===== src/rtl/aal5_tail_pkg.sv =====
package aal5_tail_pkg;

  localparam int BYTE_W = 8;
  localparam int CRC_W  = 32;
  localparam int FLD_W  = 16;

  // What the datapath places on the output for the current byte.
  typedef enum logic [1:0] {
    SEL_PASS  = 2'd0,
    SEL_FIELD = 2'd1,
    SEL_CRC   = 2'd2
  } byteSel_e;

  // Strobes from the sequencing control into the datapath.
  typedef struct packed {
    logic     accept;     // a byte is taken this cycle
    logic     restart;    // packet start: preset CRC, latch fields
    logic     accumulate; // fold the emitted byte into the CRC
    byteSel_e sel;        // output byte source
    logic [1:0] lane;     // byte lane within the 32-bit tail word
    logic     cellEnd;    // byte is the last of its cell
  } dpStrobe_t;

endpackage


===== src/rtl/aal5_tail_ctrl.sv =====
module aal5_tail_ctrl
  import aal5_tail_pkg::*;
#(
  parameter int CELL_BYTES = 48
) (
  input  logic      clk,
  input  logic      rstN,
  input  logic      inValid,
  input  logic      inSop,
  input  logic      inLast,
  output dpStrobe_t strobe
);

  localparam int POS_W       = $clog2(CELL_BYTES);
  localparam int FIELD_START = CELL_BYTES - 8;
  localparam int CRC_START   = CELL_BYTES - 4;

  logic [POS_W-1:0] posQ;
  logic [POS_W-1:0] curPos;
  logic             inTail;
  logic             inCrc;
  logic             atEnd;

  // A start marker forces position 0 in the same cycle.
  always_comb begin
    curPos = inSop ? '0 : posQ;
    inTail = inLast && (curPos >= POS_W'(FIELD_START));
    inCrc  = inLast && (curPos >= POS_W'(CRC_START));
    atEnd  = (curPos == POS_W'(CELL_BYTES - 1));
  end

  always_comb begin
    strobe.accept     = inValid;
    strobe.restart    = inValid && inSop;
    strobe.accumulate = inValid && !inCrc;
    strobe.lane       = curPos[1:0];
    strobe.cellEnd    = atEnd;
    if (inCrc)       strobe.sel = SEL_CRC;
    else if (inTail) strobe.sel = SEL_FIELD;
    else             strobe.sel = SEL_PASS;
  end

  always_ff @(posedge clk or negedge rstN) begin
    if (!rstN) begin
      posQ <= '0;
    end else if (inValid) begin
      posQ <= atEnd ? '0 : curPos + POS_W'(1);
    end
  end

endmodule


===== src/rtl/aal5_tail_dp.sv =====
module aal5_tail_dp
  import aal5_tail_pkg::*;
#(
  parameter logic [CRC_W-1:0] POLY   = 32'h04C11DB7,
  parameter logic [CRC_W-1:0] PRESET = 32'hFFFFFFFF
) (
  input  logic              clk,
  input  logic              rstN,
  input  dpStrobe_t         strobe,
  input  logic [BYTE_W-1:0] inData,
  input  logic              inSop,
  input  logic              inLast,
  input  logic [FLD_W-1:0]  descCtrl,
  input  logic [FLD_W-1:0]  descLen,
  output logic              outValid,
  output logic [BYTE_W-1:0] outData,
  output logic              outSop,
  output logic              outLast,
  output logic              outCellEnd
);

  logic [CRC_W-1:0]          crcQ;
  logic [CRC_W-1:0]          crcBase;
  logic [CRC_W-1:0]          crcSent;
  logic [FLD_W-1:0]          ctrlQ;
  logic [FLD_W-1:0]          lenQ;
  logic [2*FLD_W-1:0]        tailWord;
  logic [BYTE_W-1:0]         byteMux;
  logic [BYTE_W:0][CRC_W-1:0] chain;

  assign crcBase  = strobe.restart ? PRESET : crcQ;
  assign crcSent  = ~crcQ;
  assign tailWord = {ctrlQ, lenQ};

  // Lane 0 is the most significant byte of each 32-bit word.
  always_comb begin
    case (strobe.sel)
      SEL_FIELD: byteMux = tailWord[{~strobe.lane, 3'b000} +: BYTE_W];
      SEL_CRC:   byteMux = crcSent[{~strobe.lane, 3'b000} +: BYTE_W];
      default:   byteMux = inData;
    endcase
  end

  // One shift stage per data bit, most significant bit first.
  assign chain[0] = crcBase;
  for (genvar i = 0; i < BYTE_W; i++) begin : g_crcBit
    logic fb;
    assign fb         = chain[i][CRC_W-1] ^ byteMux[BYTE_W-1-i];
    assign chain[i+1] = {chain[i][CRC_W-2:0], 1'b0} ^ (fb ? POLY : '0);
  end

  always_ff @(posedge clk or negedge rstN) begin
    if (!rstN) begin
      crcQ  <= PRESET;
      ctrlQ <= '0;
      lenQ  <= '0;
    end else begin
      if (strobe.accumulate) crcQ <= chain[BYTE_W];
      if (strobe.restart) begin
        ctrlQ <= descCtrl;
        lenQ  <= descLen;
      end
    end
  end

  always_ff @(posedge clk or negedge rstN) begin
    if (!rstN) begin
      outValid   <= 1'b0;
      outData    <= '0;
      outSop     <= 1'b0;
      outLast    <= 1'b0;
      outCellEnd <= 1'b0;
    end else begin
      outValid <= strobe.accept;
      if (strobe.accept) begin
        outData    <= byteMux;
        outSop     <= inSop;
        outLast    <= inLast;
        outCellEnd <= strobe.cellEnd;
      end else begin
        outSop     <= 1'b0;
        outLast    <= 1'b0;
        outCellEnd <= 1'b0;
      end
    end
  end

endmodule


===== src/rtl/aal5_tail_gen.sv =====
module aal5_tail_gen
  import aal5_tail_pkg::*;
#(
  parameter int          CELL_BYTES = 48,
  parameter logic [31:0] POLY       = 32'h04C11DB7,
  parameter logic [31:0] PRESET     = 32'hFFFFFFFF
) (
  input  logic        clk,
  input  logic        rstN,
  input  logic        inValid,
  input  logic [7:0]  inData,
  input  logic        inSop,
  input  logic        inLast,
  input  logic [15:0] descCtrl,
  input  logic [15:0] descLen,
  output logic        outValid,
  output logic [7:0]  outData,
  output logic        outSop,
  output logic        outLast,
  output logic        outCellEnd
);

  dpStrobe_t strobe;

  aal5_tail_ctrl #(
    .CELL_BYTES(CELL_BYTES)
  ) ctrl_i (
    .clk    (clk),
    .rstN   (rstN),
    .inValid(inValid),
    .inSop  (inSop),
    .inLast (inLast),
    .strobe (strobe)
  );

  aal5_tail_dp #(
    .POLY  (POLY),
    .PRESET(PRESET)
  ) dp_i (
    .clk       (clk),
    .rstN      (rstN),
    .strobe    (strobe),
    .inData    (inData),
    .inSop     (inSop),
    .inLast    (inLast),
    .descCtrl  (descCtrl),
    .descLen   (descLen),
    .outValid  (outValid),
    .outData   (outData),
    .outSop    (outSop),
    .outLast   (outLast),
    .outCellEnd(outCellEnd)
  );

endmodule


===== config.mk =====
export PLATFORM = sky130hd
export DESIGN_NAME = aal5_tail_gen
export DESIGN_NICKNAME = d
export VERILOG_FILES = /design/src/rtl/aal5_tail_pkg.sv /design/src/rtl/aal5_tail_ctrl.sv /design/src/rtl/aal5_tail_dp.sv /design/src/rtl/aal5_tail_gen.sv
export SDC_FILE = /design/constraint.sdc
export NUM_CORES = 1
export LEC_CHECK = 0
export BUFFER_PORTS_ARGS = -buffer_cell sky130_fd_sc_hd__buf_2
export CAP_MARGIN = 20
export CORE_AREA = 10 10 109 111
export CTS_CLUSTER_SIZE = 30
export DETAILED_ROUTE_END_ITERATION = 10
export DIE_AREA = 0 0 119 121
export GPL_TIMING_DRIVEN = 1
export PLACE_DENSITY = 0.74
export SYNTH_ARGS = -nofsm -noshare
export SYNTH_HDL_FRONTEND = slang
export SYNTH_SLANG_ARGS = --single-unit

===== constraint.sdc =====
create_clock -name clk -period 2.97 [get_ports clk]
set_input_delay 0.594 -clock clk [delete_from_list [all_inputs] [get_ports clk]]
set_output_delay 0.594 -clock clk [all_outputs]
set_load 0.005 [all_outputs]

==> impl_metrics.py <==
metrics = {
    "floorplan": {
        "die_width_um": 119,
        "die_h_um": 121,
        "die_area_sq_um": 14400,
        "io_pins": 57,
        "initial_core_util_pct": 51.8,
        "core.rowCount": 36,
        "core_area_sq_um": 9640,
    },
    "global_routing": {
        "grt_pass1_vias": 4301,
        "antenna_found_initial": 0,
        "grt-ovfl-total": 0,
        "grt_max_degree": 83,
        "grt_pass1_wl_mm": 21.8,
        "globalRouteTotalUtil_pct": 18.9,
    },
    "yosys": {
        "synth_area_per_cell_sq_um": 9.60,
        "synth_cell_types": 56,
        "ys_warn_count": 0,
        "async_flop_share_pct": 100,
        "syn-num-nets": 567,
        "synth_edf_count": 0,
        "yosysSeqAreaShare_pct": 41.9,
        "netlist_area_sq_um": 4990,
        "yosys_register_bits": 82,
        "synth_top_flop_cell": "dfrtp_1",
        "netlist_instances": 520,
    },
    "placement": {
        "gp_congestion": 0.913,
        "place_hpwl_mm": 9.64,
        "placedCellCount": 753,
        "pre_cts_ws_ns": -0.356,
        "port_buffers": 56,
    },
    "setup_path": {
        "crit_path_max_fanout": 8,
        "crit_type": "flip-flop to flip-flop",
        "crit_path_end_kind": "flip-flop",
        "worstSetupStartpointType": "flip-flop",
        "cp.required_ns": 3.27,
        "cp.arrival_ns": 3.35,
    },
    "drt": {
        "viasPerCell": 5.41,
        "drt_iter0_markers": 367,
        "dr.pass1.iters": 5,
        "drt_wl_total_mm": 14.2,
        "via_count": 4257,
        "antenna_left": 0,
        "drc": 0,
        "routedWlPerCell_um": 18.0,
    },
    "timing": {
        "fmax_mhz": 328,
        "hold_violations": 0,
        "rsz0062_at_grt": "true",
        "finalClockSkew_ns": 0.00557,
        "fin_crit_ns": 3.05,
        "fin_ws_ns": -0.0789,
        "slew_headroom_pct": 59.3,
        "maxSlewViolCount": 0,
        "finalCritPeriodShare_pct": 103,
        "setup_viol": 8,
        "whs_ns": 0.202,
        "worst_pin_slew_ns": 0.609,
        "fin_setup_tns_ns": -0.400,
    },
    "layout": {
        "register_area_sq_um": 2090,
        "multiInputGateArea_sq_um": 2840,
        "nets": 696,
        "antenna_cells": 0,
        "syn_to_final_growth_pct": 29.7,
        "fin_cells": 787,
        "drive_above_1_share_pct": 38.2,
        "fillers": 735,
    },
    "clocking": {
        "cts_sinks": 82,
        "ctsHoldBuffers": 0,
        "cts_tree": "yes",
        "cts.clk_slew.worst_paths_ns": 0.08,
        "clockRootBuffer": "clkbuf_8",
        "cts_made_buffers": 9,
        "cts_buffer_depth": 2,
        "h-tree-depth": 3,
        "clk-insertion-delay-late_ns": 0.37,
    },
    "power": {
        "p_total_mw": 5.97,
        "switching_share_pct": 37.3,
        "p_sw_mw": 2.22,
        "pwr-share-seq_pct": 31.0,
        "pwr-share-comb_pct": 55.8,
        "ir_drop_v": 0.000580,
        "power.density_nw_per_um2": 921,
        "leakagePower_nw": 3.00,
        "clkPwrFrac_pct": 13.2,
        "p_int_mw": 3.74,
    },
    "flow_run": {
        "max_cap_viol_count": 0,
    },
    "outcome": {
        "violations": "setup timing",
        "status": "finished, violations left",
    },
    "worst_hold_path": {
        "hold_class": "primary input to asynchronous set/reset pin",
    },
}
-- critical path: stages, from the launching register on --
cell,delay (ns)
dfrtp_1,0.38
a21o_2,0.24
nand3_4,0.10
buf_12,0.16
mux4_1,0.63
mux2i_2,0.27
nor3_2,0.08
buf_4,0.16
buf_4,0.15
xnor2_2,0.18
xnor2_4,0.35
xnor2_2,0.12
o21ai_1,0.14
-- layout by cell type, fill, tap and decap left out, types with 12 or more instances in the layout --
| cell | n |
|---|---|
| buf_4 | 74 |
| xnor2_1 | 23 |
| nand2_1 | 116 |
| buf_2 | 55 |
| clkbuf_8 | 12 |
| xor2_1 | 18 |
| a21oi_1 | 14 |
| o21ai_1 | 16 |
| o21ai_0 | 35 |
| nor2_1 | 40 |
| dfrtp_1 | 50 |
| inv_1 | 37 |
| dfstp_2 | 32 |
-- final cells by class --
| cell class | instances | area share, % |
|---|---|---|
| Tap cell | 133 | 2.57 |
| Inverter | 39 | 2.26 |
| Timing Repair Buffer | 144 | 16.2 |
| Sequential cell | 82 | 32.3 |
| Multi-Input combinational cell | 373 | 43.9 |
| Clock inverter | 1 | 0.116 |
| Clock buffer | 15 | 2.72 |
-- metrics by stage --
step | instance area, sq um | utilization (%)
after floorplan | 5000 | -
after global routing | 6480 | 67.2
after global placement | 5900 | 61.2
after detailed placement | 5900 | 61.2
final | 6480 | 67.2
after CTS | 6220 | 64.5
-- power by group through the flow --
stage / clock (mW) / combinational [mW] / sequential (mW)
floorplan: 0 / 2.01 / 1.77
global placement: 0 / 2.71 / 1.84
detailed placement: 0 / 2.81 / 1.85
CTS: 0.796 / 2.95 / 1.84
global route: 0.849 / 3.58 / 1.89
finish: 0.790 / 3.33 / 1.85
-- registers in the layout, summed over array words and instances (netlist names), 6 cells and up --
register / cells
dp_i.crcQ: 32
dp_i.ctrlQ: 16
dp_i.lenQ: 16
dp_i.outData: 8
ctrl_i.posQ: 6
-- Yosys cell counts (2+ instances only) --
library cell / instances / area, sq um
nand3_1: 7 / 35.0
o21a_1: 2 / 15.0
nor2_1: 40 / 150
buf_1: 2 / 7.51
a21oi_1: 15 / 75.1
nand2_1: 116 / 435
inv_1: 37 / 139
mux4_1: 13 / 342
o22ai_1: 6 / 37.5
mux2i_1: 5 / 50.1
o21ai_0: 44 / 220
nor3_1: 2 / 10.0
dfstp_2: 32 / 841
clkbuf_1: 22 / 82.6
mux4_2: 3 / 67.6
xnor2_2: 2 / 32.5
xnor2_1: 31 / 272
o21ai_1: 7 / 35.0
dfrtp_1: 50 / 1250
xnor2_4: 3 / 82.6
and2_1: 3 / 18.8
or2_2: 2 / 12.5
xnor3_1: 3 / 67.6
nor3b_1: 2 / 15.0
or3_1: 9 / 56.3
nand2b_1: 2 / 12.5
ha_1: 2 / 25.0
xor2_1: 23 / 201
mux2_2: 8 / 90.1
-- routing by layer --
layer / vias to the layer above / share of wire, % / GRT usage (%)
li1: 1967 / - / -
met1: 2086 / 41 / 22.7
met2: 173 / 50 / 32.0
met3: 31 / 6.6 / 5.44
met4: 0 / 2.2 / 5.95
met5: - / 0 / 0
-- what timing repair did --
| action | 4_1_cts | 5_1_grt |
|---|---|---|
| hold endpoints to repair | 0 | 0 |
| setup endpoints to repair | 18 | 25 |
| pin swaps | 8 | 24 |
| resized for setup | 17 | 40 |
| cloned | 1 | 0 |
| buffers inserted | 8 | 11 |
-- logic make-up (layout without fill, tap and decap cells) --
logic type | count (synthesis) | in the layout | share of synthesized area (%)
simple gates | 193 | 193 | 17.2
compound gates | 83 | 83 | 9.52
flops | 82 | 82 | 41.9
xor+xnor | 65 | 65 | 14.5
buf+inv | 65 | 199 | 5.06
mux | 30 | 30 | 11.3
fa+ha+maj | 2 | 2 | 0.501
-- worst paths after layout --
kind / start / end / slack [ns] / cells past startpoint
worst max-delay path: ctrl_i.posQ[3] / dp_i.crcQ[8] / -0.08 / 12
worst min-delay path: rstN / dp_i.outData[5] / 0.20 / 1
worst max register to register: ctrl_i.posQ[3] / dp_i.crcQ[8] / -0.08 / 12
worst min register to register: dp_i.crcQ[24] / dp_i.crcQ[24] / 0.47 / 2
max in group asynchronous: rstN / dp_i.crcQ[12] / 2.10 / 2
min in group clk: descLen[5] / dp_i.lenQ[5] / 0.41 / 3
Note: power is estimated with default switching activity, not from simulation.
